<file path="config.mk">
export PLATFORM = sky130hd
export DESIGN_NAME = load_order_queue
export DESIGN_NICKNAME = d
export VERILOG_FILES = /design/src/rtl/lq_pkg.sv /design/src/rtl/lq_data.sv /design/src/rtl/lq_ctrl.sv /design/src/rtl/load_order_queue.sv
export SDC_FILE = /design/constraint.sdc
export NUM_CORES = 2
export LEC_CHECK = 0
export ABC_AREA = 1
export BUFFER_PORTS_ARGS = -buffer_cell sky130_fd_sc_hd__buf_2
export CAP_MARGIN = 20
export CORE_MARGIN = 8
export CORE_UTILIZATION = 60
export CTS_BUF_LIST = sky130_fd_sc_hd__clkbuf_8
export DETAILED_ROUTE_END_ITERATION = 8
export PLACE_DENSITY = 0.81
export SYNTH_ARGS = -nofsm -noshare
export SYNTH_HDL_FRONTEND = slang
export SYNTH_SLANG_ARGS = --single-unit
</file>
<file path="constraint.sdc">
create_clock -name clk -period 8.75 [get_ports clk]
set_clock_uncertainty 0.05 [all_clocks]
set_input_delay 1.3125 -clock clk [delete_from_list [all_inputs] [get_ports clk]]
set_output_delay 1.3125 -clock clk [all_outputs]
set_load 0.05 [all_outputs]
</file>
<file path="src/rtl/lq_pkg.sv">
package lq_pkg;
  typedef struct packed {
    logic alloc;
    logic setAddr;
    logic commit;
    logic squash;
    logic probe;
  } lqStrobe_t;
endpackage

</file>
<file path="src/rtl/lq_data.sv">
module lq_data
  import lq_pkg::*;
#(
  parameter int DEPTH  = 8,
  parameter int SEQ_W  = 16,
  parameter int ADDR_W = 32,
  parameter int GRAN   = 8,
  localparam int IDX_W = $clog2(DEPTH),
  localparam int CNT_W = IDX_W + 1
) (
  input  logic              clk,
  input  logic              rstN,
  input  lqStrobe_t         strobe,
  input  logic [IDX_W-1:0]  head,
  input  logic [IDX_W-1:0]  tail,
  input  logic [CNT_W-1:0]  count,
  input  logic [SEQ_W-1:0]  allocSeq,
  input  logic [IDX_W-1:0]  addrIdx,
  input  logic [ADDR_W-1:0] addrVal,
  input  logic [SEQ_W-1:0]  commitSeq,
  input  logic [SEQ_W-1:0]  squashSeq,
  input  logic [SEQ_W-1:0]  probeSeq,
  input  logic [ADDR_W-1:0] probeAddr,
  output logic [CNT_W-1:0]  commitN,
  output logic [CNT_W-1:0]  squashN,
  output logic              hitFound,
  output logic [SEQ_W-1:0]  hitSeq
);
  logic [SEQ_W-1:0]  seqMem  [DEPTH];
  logic [ADDR_W-1:0] addrMem [DEPTH];
  logic [DEPTH-1:0]  addrOk;

  function automatic logic [IDX_W-1:0] slotAt(input logic [IDX_W-1:0] base,
                                              input logic [CNT_W-1:0] off);
    logic [CNT_W:0] s;
    s = {1'b0, {1'b0, base} + off};
    if (s >= (CNT_W+1)'(DEPTH)) s = s - (CNT_W+1)'(DEPTH);
    if (s >= (CNT_W+1)'(DEPTH)) s = s - (CNT_W+1)'(DEPTH);
    return s[IDX_W-1:0];
  endfunction

  function automatic logic sameBlock(input logic [ADDR_W-1:0] a,
                                     input logic [ADDR_W-1:0] b);
    return ((a ^ b) >> GRAN) == '0;
  endfunction

  generate
    for (genvar g = 0; g < DEPTH; g++) begin : gSlot
      always_ff @(posedge clk) begin
        if (!rstN) begin
          seqMem[g]  <= '0;
          addrMem[g] <= '0;
          addrOk[g]  <= 1'b0;
        end else if (strobe.alloc && tail == IDX_W'(g)) begin
          seqMem[g] <= allocSeq;
          addrOk[g] <= 1'b0;
        end else if (strobe.setAddr && addrIdx == IDX_W'(g)) begin
          addrMem[g] <= addrVal;
          addrOk[g]  <= 1'b1;
        end
      end
    end
  endgenerate

  // Retire count: leading run (from head) of loads at or below commitSeq
  always_comb begin
    logic stop;
    logic [IDX_W-1:0] s;
    commitN = '0;
    stop = 1'b0;
    for (int i = 0; i < DEPTH; i++) begin
      s = slotAt(head, CNT_W'(i));
      if (!stop && CNT_W'(i) < count && seqMem[s] <= commitSeq) commitN = commitN + 1'b1;
      else stop = 1'b1;
    end
    if (!strobe.commit) commitN = '0;
  end

  // Squash count: trailing run (from tail) of loads above squashSeq
  always_comb begin
    logic stop;
    logic [IDX_W-1:0] s;
    squashN = '0;
    stop = 1'b0;
    for (int i = 0; i < DEPTH; i++) begin
      s = slotAt(tail, CNT_W'(DEPTH - 1 - i));
      if (!stop && CNT_W'(i) < count && seqMem[s] > squashSeq) squashN = squashN + 1'b1;
      else stop = 1'b1;
    end
    if (!strobe.squash) squashN = '0;
  end

  // Oldest younger load with a valid address in the same 256-byte block
  always_comb begin
    logic [IDX_W-1:0] s;
    hitFound = 1'b0;
    hitSeq   = '0;
    for (int i = 0; i < DEPTH; i++) begin
      s = slotAt(head, CNT_W'(i));
      if (!hitFound && CNT_W'(i) < count && seqMem[s] > probeSeq &&
          addrOk[s] && sameBlock(addrMem[s], probeAddr)) begin
        hitFound = 1'b1;
        hitSeq   = seqMem[s];
      end
    end
    if (!strobe.probe) hitFound = 1'b0;
  end
endmodule

</file>
<file path="src/rtl/lq_ctrl.sv">
module lq_ctrl
  import lq_pkg::*;
#(
  parameter int DEPTH  = 8,
  parameter int SEQ_W  = 16,
  localparam int IDX_W = $clog2(DEPTH),
  localparam int CNT_W = IDX_W + 1
) (
  input  logic             clk,
  input  logic             rstN,
  input  logic             allocValid,
  input  logic             addrValid,
  input  logic [IDX_W-1:0] addrIdx,
  input  logic             commitValid,
  input  logic             squashValid,
  input  logic [SEQ_W-1:0] squashSeq,
  input  logic             probeValid,
  input  logic [CNT_W-1:0] commitN,
  input  logic [CNT_W-1:0] squashN,
  input  logic             hitFound,
  input  logic [SEQ_W-1:0] hitSeq,
  output lqStrobe_t        strobe,
  output logic [IDX_W-1:0] head,
  output logic [IDX_W-1:0] tail,
  output logic [CNT_W-1:0] count,
  output logic             violPulse,
  output logic             violHeld,
  output logic [SEQ_W-1:0] violSeq
);
  logic occupied;
  logic [CNT_W-1:0] addrOff;
  logic newViol;

  function automatic logic [IDX_W-1:0] wrapAdd(input logic [IDX_W-1:0] base,
                                               input logic [CNT_W-1:0] off);
    logic [CNT_W:0] s;
    s = {1'b0, {1'b0, base} + off};
    if (s >= (CNT_W+1)'(DEPTH)) s = s - (CNT_W+1)'(DEPTH);
    return s[IDX_W-1:0];
  endfunction

  always_comb begin
    if (addrIdx >= head) addrOff = CNT_W'(addrIdx) - CNT_W'(head);
    else                 addrOff = CNT_W'(addrIdx) + CNT_W'(DEPTH) - CNT_W'(head);
    occupied = (CNT_W'(addrIdx) < CNT_W'(DEPTH)) && (addrOff < count);
  end

  always_comb begin
    strobe.squash  = squashValid;
    strobe.commit  = commitValid && !squashValid;
    strobe.alloc   = allocValid && !squashValid && !commitValid &&
                     (count < CNT_W'(DEPTH));
    strobe.setAddr = addrValid && !squashValid && !commitValid && !allocValid && occupied;
    strobe.probe   = probeValid && !squashValid && !commitValid && !allocValid && !addrValid;
  end

  assign newViol = hitFound && (!violHeld || hitSeq < violSeq);

  always_ff @(posedge clk) begin
    if (!rstN) begin
      head      <= '0;
      tail      <= '0;
      count     <= '0;
      violPulse <= 1'b0;
      violHeld  <= 1'b0;
      violSeq   <= '0;
    end else begin
      violPulse <= 1'b0;
      if (strobe.squash) begin
        tail  <= wrapAdd(tail, CNT_W'(DEPTH) - squashN);
        count <= count - squashN;
        if (violHeld && squashSeq < violSeq) violHeld <= 1'b0;
      end else if (strobe.commit) begin
        head  <= wrapAdd(head, commitN);
        count <= count - commitN;
      end else if (strobe.alloc) begin
        tail  <= wrapAdd(tail, CNT_W'(1));
        count <= count + 1'b1;
      end else if (newViol) begin
        violHeld  <= 1'b1;
        violSeq   <= hitSeq;
        violPulse <= 1'b1;
      end
    end
  end
endmodule

</file>
<file path="src/rtl/load_order_queue.sv">
module load_order_queue
  import lq_pkg::*;
#(
  parameter int DEPTH  = 8,
  parameter int SEQ_W  = 16,
  parameter int ADDR_W = 32,
  parameter int GRAN   = 8,
  localparam int IDX_W = $clog2(DEPTH),
  localparam int CNT_W = IDX_W + 1
) (
  input  logic              clk,
  input  logic              rstN,
  input  logic              allocValid,
  input  logic [SEQ_W-1:0]  allocSeq,
  output logic              allocReady,
  output logic [IDX_W-1:0]  allocIdx,
  input  logic              addrValid,
  input  logic [IDX_W-1:0]  addrIdx,
  input  logic [ADDR_W-1:0] addrVal,
  input  logic              commitValid,
  input  logic [SEQ_W-1:0]  commitSeq,
  input  logic              squashValid,
  input  logic [SEQ_W-1:0]  squashSeq,
  input  logic              probeValid,
  input  logic [SEQ_W-1:0]  probeSeq,
  input  logic [ADDR_W-1:0] probeAddr,
  output logic [CNT_W-1:0]  occupancy,
  output logic              violPulse,
  output logic              violHeld,
  output logic [SEQ_W-1:0]  violSeq
);
  lqStrobe_t strobe;
  logic [IDX_W-1:0] head, tail;
  logic [CNT_W-1:0] count, commitN, squashN;
  logic hitFound;
  logic [SEQ_W-1:0] hitSeq;

  lq_ctrl #(.DEPTH(DEPTH), .SEQ_W(SEQ_W)) uCtrl (
    .clk(clk), .rstN(rstN), .allocValid(allocValid), .addrValid(addrValid),
    .addrIdx(addrIdx), .commitValid(commitValid), .squashValid(squashValid),
    .squashSeq(squashSeq), .probeValid(probeValid), .commitN(commitN),
    .squashN(squashN), .hitFound(hitFound), .hitSeq(hitSeq), .strobe(strobe),
    .head(head), .tail(tail), .count(count), .violPulse(violPulse),
    .violHeld(violHeld), .violSeq(violSeq)
  );

  lq_data #(.DEPTH(DEPTH), .SEQ_W(SEQ_W), .ADDR_W(ADDR_W), .GRAN(GRAN)) uData (
    .clk(clk), .rstN(rstN), .strobe(strobe), .head(head), .tail(tail),
    .count(count), .allocSeq(allocSeq), .addrIdx(addrIdx), .addrVal(addrVal),
    .commitSeq(commitSeq), .squashSeq(squashSeq), .probeSeq(probeSeq),
    .probeAddr(probeAddr), .commitN(commitN), .squashN(squashN),
    .hitFound(hitFound), .hitSeq(hitSeq)
  );

  assign allocReady = count < CNT_W'(DEPTH);
  assign allocIdx   = tail;
  assign occupancy  = count;
endmodule

</file>
# ---- After elaboration in Yosys (flattened, before gate mapping)
# Memory sizes are Yosys's and may differ from the RTL's.
# Index checks and enable logic that the tools add are counted.
dict set report totals {
  regBits 36
  memories 2
  mem_bits_rw 384
  romBits 0
  latchBits 0
  elab_cells 538
}
dict set report op_classes {
  magnitude_cmp 79
  n_mul 0
  addsub 71
  div_mod_pow 0
  n_reduce_logical 142
  n_bitwise 28
  mux 185
  n_shift 0
  eq_ne 17
}
# name words word_bits rd rd_clocked_by_memory_dff write_ports line
set mem_list {}
lappend mem_list {uData.addrMem 8 32 8 0 8 lq_data.sv:30} ;# logic [ADDR_W-1:0] addrMem [DEPTH];
lappend mem_list {uData.seqMem 8 16 16 0 8 lq_data.sv:29} ;# logic [SEQ_W-1:0] seqMem [DEPTH];
# cell n
set ops {}
lappend ops {{$gt A16 B16 Y1} 16}
lappend ops {{$logic_not A32 Y1} 8}
lappend ops {{$mux W16} 16}
lappend ops {{$mux W32} 8}
lappend ops {{$xor A32 B32 Y32} 8}
lappend ops {{$le A16 B16 Y1} 8}
lappend ops {{$mux W1} 96}
lappend ops {{$logic_and A1 B1 Y1} 91}
lappend ops {{$ge A5 B4 Y1 const B} 16}
lappend ops {{$mux W4} 20}
lappend ops {{$mux W5} 16}
lappend ops {{$sub A4 B4 Y5 const B} 14}
lappend ops {{$ge A4 B4 Y1 const B} 16}
lappend ops {{$mux W3} 21}
lappend ops {{$sub A3 B1 Y3 const B} 18}
lappend ops {{$add A4 B1 Y4 const B} 13}
lappend ops {{$add A3 B3 Y4 const B} 8}
lappend ops {{$lt A16 B16 Y1} 2}
lappend ops {{$lt A3 B4 Y1 const B} 8}
lappend ops {{$bmux W1 S3} 8}
lappend ops {{$eq A3 B3 Y1 const B} 8}
lappend ops {{$logic_not A1 Y1} 24}
lappend ops {{$add A3 B2 Y4 const B} 4}
lappend ops {{$lt A3 B4 Y1 const A} 4}
lappend ops {{other kinds (29)} 71}

# ---- Depth between registers and ports, before layout
# An unclocked memory read counts as a cell.
dict set report depth {
  depth_word 59
  mapped_depth 59
  mapped_depth_nobuf 53
}

# ---- By module
# A second synthesis with hierarchy kept.
dict set report hier_totals {
  cells_unflattened 6992
  area_unflattened_um2 44392.6
}
# mod cells_each area_each_um2 n_inst
set modules_own_cells {}
lappend modules_own_cells {lq_data 6664 42054.1 1}
lappend modules_own_cells {lq_ctrl 327 2334.7 1}
lappend modules_own_cells {load_order_queue 1 3.8 1}

# ---- Worst setup path after synthesis
# Ideal clock, no wire load.
dict set report synth_timing {
  kind {reg-to-reg}
  start {reg uCtrl.head[1]}
  end {reg uCtrl.count[3]}
  arrival_ns 9.095
  path_stages_with_launch 56
  setup_slack_ns -0.506
  period_less_slack_ns 9.256
  cell_sequence {dfxtp_1 buf_4 inv_2 buf_2 buf_2 buf_1 clkbuf_1 ha_1 buf_2 inv_1 buf_2 buf_2 buf_1 clkbuf_1 o21ai_0 nand2_1 o21ai_0 inv_1 [... 20 more ...] o21ai_0 ha_1 or2_2 nand2_1 inv_1 ha_1 nand2_1 nand2_1 nand2_1 o22ai_1 ha_1 nand2_1 nand2_1 a31oi_1 nand3_1 nand3_1 and2_1 nor2_1}
}
dict set report synth_between {
  elab_chain_cells 38
  elab_cells_between_ends 111
  cone_classes {31 x add/sub; 24 x order compare; 34 x mux; 21 x reduce/logical; 1 x memory}
}
# item line
set synth_lines {}
lappend synth_lines {{from (decl)} lq_ctrl.sv:23} ;# output logic [IDX_W-1:0] head,
lappend synth_lines {{from (signal assigned)} lq_ctrl.sv:74} ;# head <= wrapAdd(head, commitN);
lappend synth_lines {{parallel branches: the longest is 4 deep, another holds $sub A4 B4 Y5} -}
lappend synth_lines {{$mem_v2 Z8 W16 (*)} -}
lappend synth_lines {{parallel branches: the longest is 28 deep, another holds $le A16 B16 Y1} -}
lappend synth_lines {{$mux W4 (*)} lq_data.sv:73} ;# if (!stop && CNT_W'(i) < count && seqMem[s] <= commitSeq) commitN = commitN + 1'b1;
lappend synth_lines {{$mux W4 (*)} lq_data.sv:76} ;# if (!strobe.commit) commitN = '0;
lappend synth_lines {{$sub A4 B4 Y4 (*)} lq_ctrl.sv:75} ;# count <= count - commitN;
lappend synth_lines {{$mux W4 (*)} lq_ctrl.sv:73} ;# end else if (strobe.commit) begin
lappend synth_lines {{$mux W4 (*)} lq_ctrl.sv:69} ;# if (strobe.squash) begin
lappend synth_lines {{to (signal assigned)} lq_ctrl.sv:71} ;# count <= count - squashN;
lappend synth_lines {{to (signal assigned)} lq_ctrl.sv:75}
lappend synth_lines {{to (signal assigned)} lq_ctrl.sv:78} ;# count <= count + 1'b1;
lappend synth_lines {{to (decl)} lq_ctrl.sv:25} ;# output logic [CNT_W-1:0] count,
# Mark *: on every way between the ends.
# A chain may end at the register's enable or synchronous reset.

# ---- Worst setup path after layout
dict set report layout_timing {
  start {reg uCtrl.head[0]}
  end {reg uCtrl.violSeq[5]}
}
dict set report layout_between {
  elab_chain_cells 56
  elab_cells_between_ends 156
  cone_classes {23 x add/sub; 25 x order compare; 49 x mux; 8 x bitwise; 49 x reduce/logical; 2 x memory}
}
# item line
set layout_lines {}
lappend layout_lines {{$sub A3 B4 Y5 or $ge A3 B4 Y1 (tied branches)} lq_data.sv:37} ;# if (s >= (CNT_W+1)'(DEPTH)) s = s - (CNT_W+1)'(DEPTH);
lappend layout_lines {{$mux W5} lq_data.sv:37}
lappend layout_lines {{$ge A5 B4 Y1 or $sub A3 B1 Y3 (tied branches)} lq_data.sv:38} ;# if (s >= (CNT_W+1)'(DEPTH)) s = s - (CNT_W+1)'(DEPTH);
lappend layout_lines {{$mux W3} lq_data.sv:38}
lappend layout_lines {{$mem_v2 Z8 W16} -}
lappend layout_lines {{$gt A16 B16 Y1} lq_data.sv:100} ;# if (!hitFound && CNT_W'(i) < count && seqMem[s] > probeSeq &&
lappend layout_lines {{$logic_and A1 B1 Y1 (2 in series)} lq_data.sv:100}
lappend layout_lines {{$logic_and A1 B1 Y1} lq_data.sv:101} ;# addrOk[s] && sameBlock(addrMem[s], probeAddr)) begin
lappend layout_lines {{[... 38 more ...]} -}
lappend layout_lines {{$logic_and A1 B1 Y1 (3 in series)} lq_data.sv:100}
lappend layout_lines {{$logic_and A1 B1 Y1} lq_data.sv:101}
lappend layout_lines {{$mux W16 (*)} lq_data.sv:100}
lappend layout_lines {{via hitSeq[11]} load_order_queue.sv:36} ;# logic [SEQ_W-1:0] hitSeq;
lappend layout_lines {{$lt A16 B16 Y1 (*)} lq_ctrl.sv:57} ;# assign newViol = hitFound && (!violHeld || hitSeq < violSeq);
lappend layout_lines {{$logic_or A1 B1 Y1 (*)} lq_ctrl.sv:57}
lappend layout_lines {{$logic_and A1 B1 Y1 (*)} lq_ctrl.sv:57}
lappend layout_lines {{$reduce_and A4 Y1 (no source line) (*)} -}
lappend layout_lines {{to (signal assigned)} lq_ctrl.sv:81} ;# violSeq <= hitSeq;
lappend layout_lines {{to (decl)} lq_ctrl.sv:28} ;# output logic [SEQ_W-1:0] violSeq
# The timed path passes the listed nets; every way through them passes the cells marked *. The select of a mux whose other input is x is not followed.

==> impl_metrics.env <==
export IMPL_path_common_cell="nand2_1"
export IMPL_start_util_pct=60.55
export IMPL_synth_edf_count=320
export IMPL_p_leak_nw=22.85
export IMPL_die_x_um=284.6
export IMPL_yosys_warnings=0
export IMPL_viasPerCell=6.268
export IMPL_fp_dieH_um=284.6
export IMPL_required_ns=9.31
export IMPL_worstSetupEndpointType="flop"
export IMPL_hp_class="reg2reg"
export IMPL_max_stage_delay_ns=0.68
export IMPL_path_max_fanout=66
export IMPL_nFillCells=6621
export IMPL_layout_drive_gt1_share_pct=7.575
export IMPL_final_nets=7310
export IMPL_peakVddDrop_mv=0.1648
export IMPL_outcome="complete, no violations"
export IMPL_cts_htree_levels=3
export IMPL_hold_viol=0
export IMPL_ys_async_sr_fraction_pct=0
export IMPL_cts_hold_buf=0
export IMPL_core_area_sq_um=71490
export IMPL_grtUsageTotal_pct=43.00
export IMPL_wire_per_inst_um=23.74
export IMPL_max_freq_ghz=0.1193
export IMPL_clk_pin_slew_worst_paths_ns=0.06
export IMPL_syn_num_nets=7254
export IMPL_cp_start_kind="flop"
export IMPL_grt_pass1_vias=43920
export IMPL_drt_wl_total_mm=183.6
export IMPL_design_area_sq_um=46740
export IMPL_worstPathBufferInverterCount=5
export IMPL_syn_area_sq_um=43290
export IMPL_io_pins=164
export IMPL_worst_slew_pin_transition_ns=1.187
export IMPL_mostFrequentLayoutCells="1857 x nand2_1, 976 x nand3_1, 645 x o21ai_0"
export IMPL_criticalPathCategory="reg2reg"
export IMPL_num_rows=98
export IMPL_cts_tree="built"
export IMPL_setup_violations=0
export IMPL_yosysSeqAreaShare_pct=23.86
export IMPL_pre_cts_ws_ns=0.3125
export IMPL_drcViolationCount=0
export IMPL_cts_root_buf="clkbuf_8"
export IMPL_maxSlewViolCount=0
export IMPL_die_area_sq_um=80990
export IMPL_fin_util_pct=65.39
export IMPL_cts_buffer_depth=3
export IMPL_synth_distinct_cells=66
export IMPL_numCtsBuffers=67
export IMPL_syn_to_final_growth_pct=7.989
export IMPL_finalWorstSetupSlack_ns=0.3653
export IMPL_antenna_found_initial=12
export IMPL_ys_ff_latch=356
export IMPL_maxCapViolCount=0
export IMPL_grt_remaining_overflow=0
export IMPL_io_buffers=147
export IMPL_timing_final_crit_share_pct=95.83
export IMPL_grt_max_degree=201
export IMPL_p_per_area_nw_per_um2=175.9
export IMPL_synth_main_ff_cell="edfxtp_1"
export IMPL_gp_congestion=1.084
export IMPL_drtIter0Drc=6316
export IMPL_synthCells=6663
export IMPL_crit_family="simple AND/OR/NAND/NOR gates"
export IMPL_first_pass_iters=7
export IMPL_dpl_cell_area_sq_um=45180
export IMPL_relSlewSlack_pct=20.66
export IMPL_crit_path_top_delay_cell="o21ai_0"
export IMPL_clkSinkCount=356
export IMPL_cp_arrival_ns=8.95
export IMPL_dp_hpwl_mm=138.1
export IMPL_avgSynthCellArea_sq_um=6.497
export IMPL_ant_nets=0
export IMPL_final_min_clock_period_ns=8.385
export IMPL_clk_latency_ns=0.73
export IMPL_grt_pass1_wl_mm=266.2
export IMPL_final_common_cell="nand2_1"
export IMPL_vias=48460
## through the flow
stage	setup TNS, ns	power (mW)	instances	hold WS (ns)
finish	0	8.224	7732	0.4324
detailed placement	0	6.333	7586	0.4146
floorplan	-0.01528	4.893	6663	0.3952
global placement	0	6.228	7584	0.4038
global route	-0.04336	8.696	7724	0.4724
CTS	0	7.987	7708	0.4235
## report_power, final
| part | leakage (nW) | switching (mW) | internal [mW] |
|---|---|---|---|
| Clock | 0.734 | 0.839 | 0.849 |
| Combinational | 18.5 | 3.10 | 1.44 |
| Sequential | 3.60 | 0.0698 | 1.92 |
## routing by layer
layer	vias up	routed length, um	track usage [%]
met2	3042	80090	68.18
met4	8	19790	38.36
met5	-	50	0
li1	22750	-	-
met1	21810	63910	47.87
met3	859	19740	10.18
## flip-flops by register name (all words and copies together) (netlist names)
register         flops
uData.seqMem       128
uData.addrMem      192
uCtrl.violHeld       1
uCtrl.tail           3
uCtrl.violPulse      1
uCtrl.violSeq       16
uCtrl.count          4
uCtrl.head           3
uData.addrOk         8
## path summary, 6_finish.rpt
path | from | end | slack, ns | depth (start not counted)
setup reg to reg | uCtrl.head[0] | uCtrl.violSeq[5] | 0.37 | 39
hold / removal | uData.addrOk[1] | uData.addrOk[1] | 0.43 | 2
hold reg to reg | uData.addrOk[1] | uData.addrOk[1] | 0.43 | 2
setup / recovery | uCtrl.head[0] | uCtrl.violSeq[5] | 0.37 | 39
## cell type report
type	count	area, sq um	share of cell area [%]
flip-flops and latches	356	10350	22.14
well taps	950	1189	2.543
multi-input cells	5384	29400	62.90
clock inverters	52	356.6	0.7628
repair inverters	1	7.507	0.01606
repair buffers	324	2233	4.778
clock buffers	70	963.4	2.061
diodes	10	25.02	0.05353
inverters	585	2220	4.748
## worst min-delay path, stage by stage (launching register included)
cell and delay (ns):
dfxtp_1 0.31, inv_1 0.07, a21oi_1 0.06
## logic make-up after synthesis
| logic type | Yosys count | synth area share (%) |
|---|---|---|
| adders and majority gates | 453 | 13.18 |
| muxes | 200 | 4.625 |
| and+or+nand+nor | 3601 | 35.15 |
| buffers and inverters | 923 | 8.614 |
| AOI/OAI and AO/OA | 1080 | 13.48 |
| DFF | 356 | 23.86 |
| xor gates and xnor gates | 50 | 1.090 |
## synth_stat cells (3+ instances only)
master / number / area (sq um)
nand2_1: 1864 / 6997
nand3_1: 976 / 4885
o21ai_0: 662 / 3313
nor2_1: 587 / 2203
inv_1: 565 / 2121
ha_1: 448 / 5605
edfxtp_1: 320 / 9609
a21oi_1: 249 / 1246
mux2i_1: 200 / 2002
clkbuf_1: 171 / 641.9
buf_2: 80 / 400.4
nand4_1: 60 / 375.4
buf_1: 48 / 180.2
xor2_1: 43 / 376.6
dfxtp_1: 36 / 720.7
buf_4: 35 / 262.8
or2_2: 32 / 200.2
o211ai_1: 31 / 232.7
nor3_1: 27 / 135.1
a211oi_1: 23 / 172.7
a31oi_1: 19 / 118.9
and2_1: 16 / 100.1
o21a_1: 16 / 120.1
o221ai_1: 13 / 113.9
clkinv_1: 12 / 45.04
o21ai_1: 10 / 50.05
o22ai_1: 10 / 62.56
nor4_1: 9 / 56.30
o2111ai_1: 9 / 78.83
a221oi_1: 8 / 70.07
inv_2: 7 / 26.28
nand3b_1: 7 / 52.55
o21bai_1: 6 / 45.04
fa_1: 5 / 100.1
a21o_1: 4 / 30.03
buf_6: 4 / 45.04
xnor2_1: 4 / 35.03
a311oi_1: 3 / 26.28
a32o_1: 3 / 30.03
nor2b_1: 3 / 18.77
## timing repair
action,CTS,global route
buffers inserted,0,10
resized for setup,0,20
endpoints found under the setup margin,0,7
Note: power is estimated with default switching activity, not from simulation.
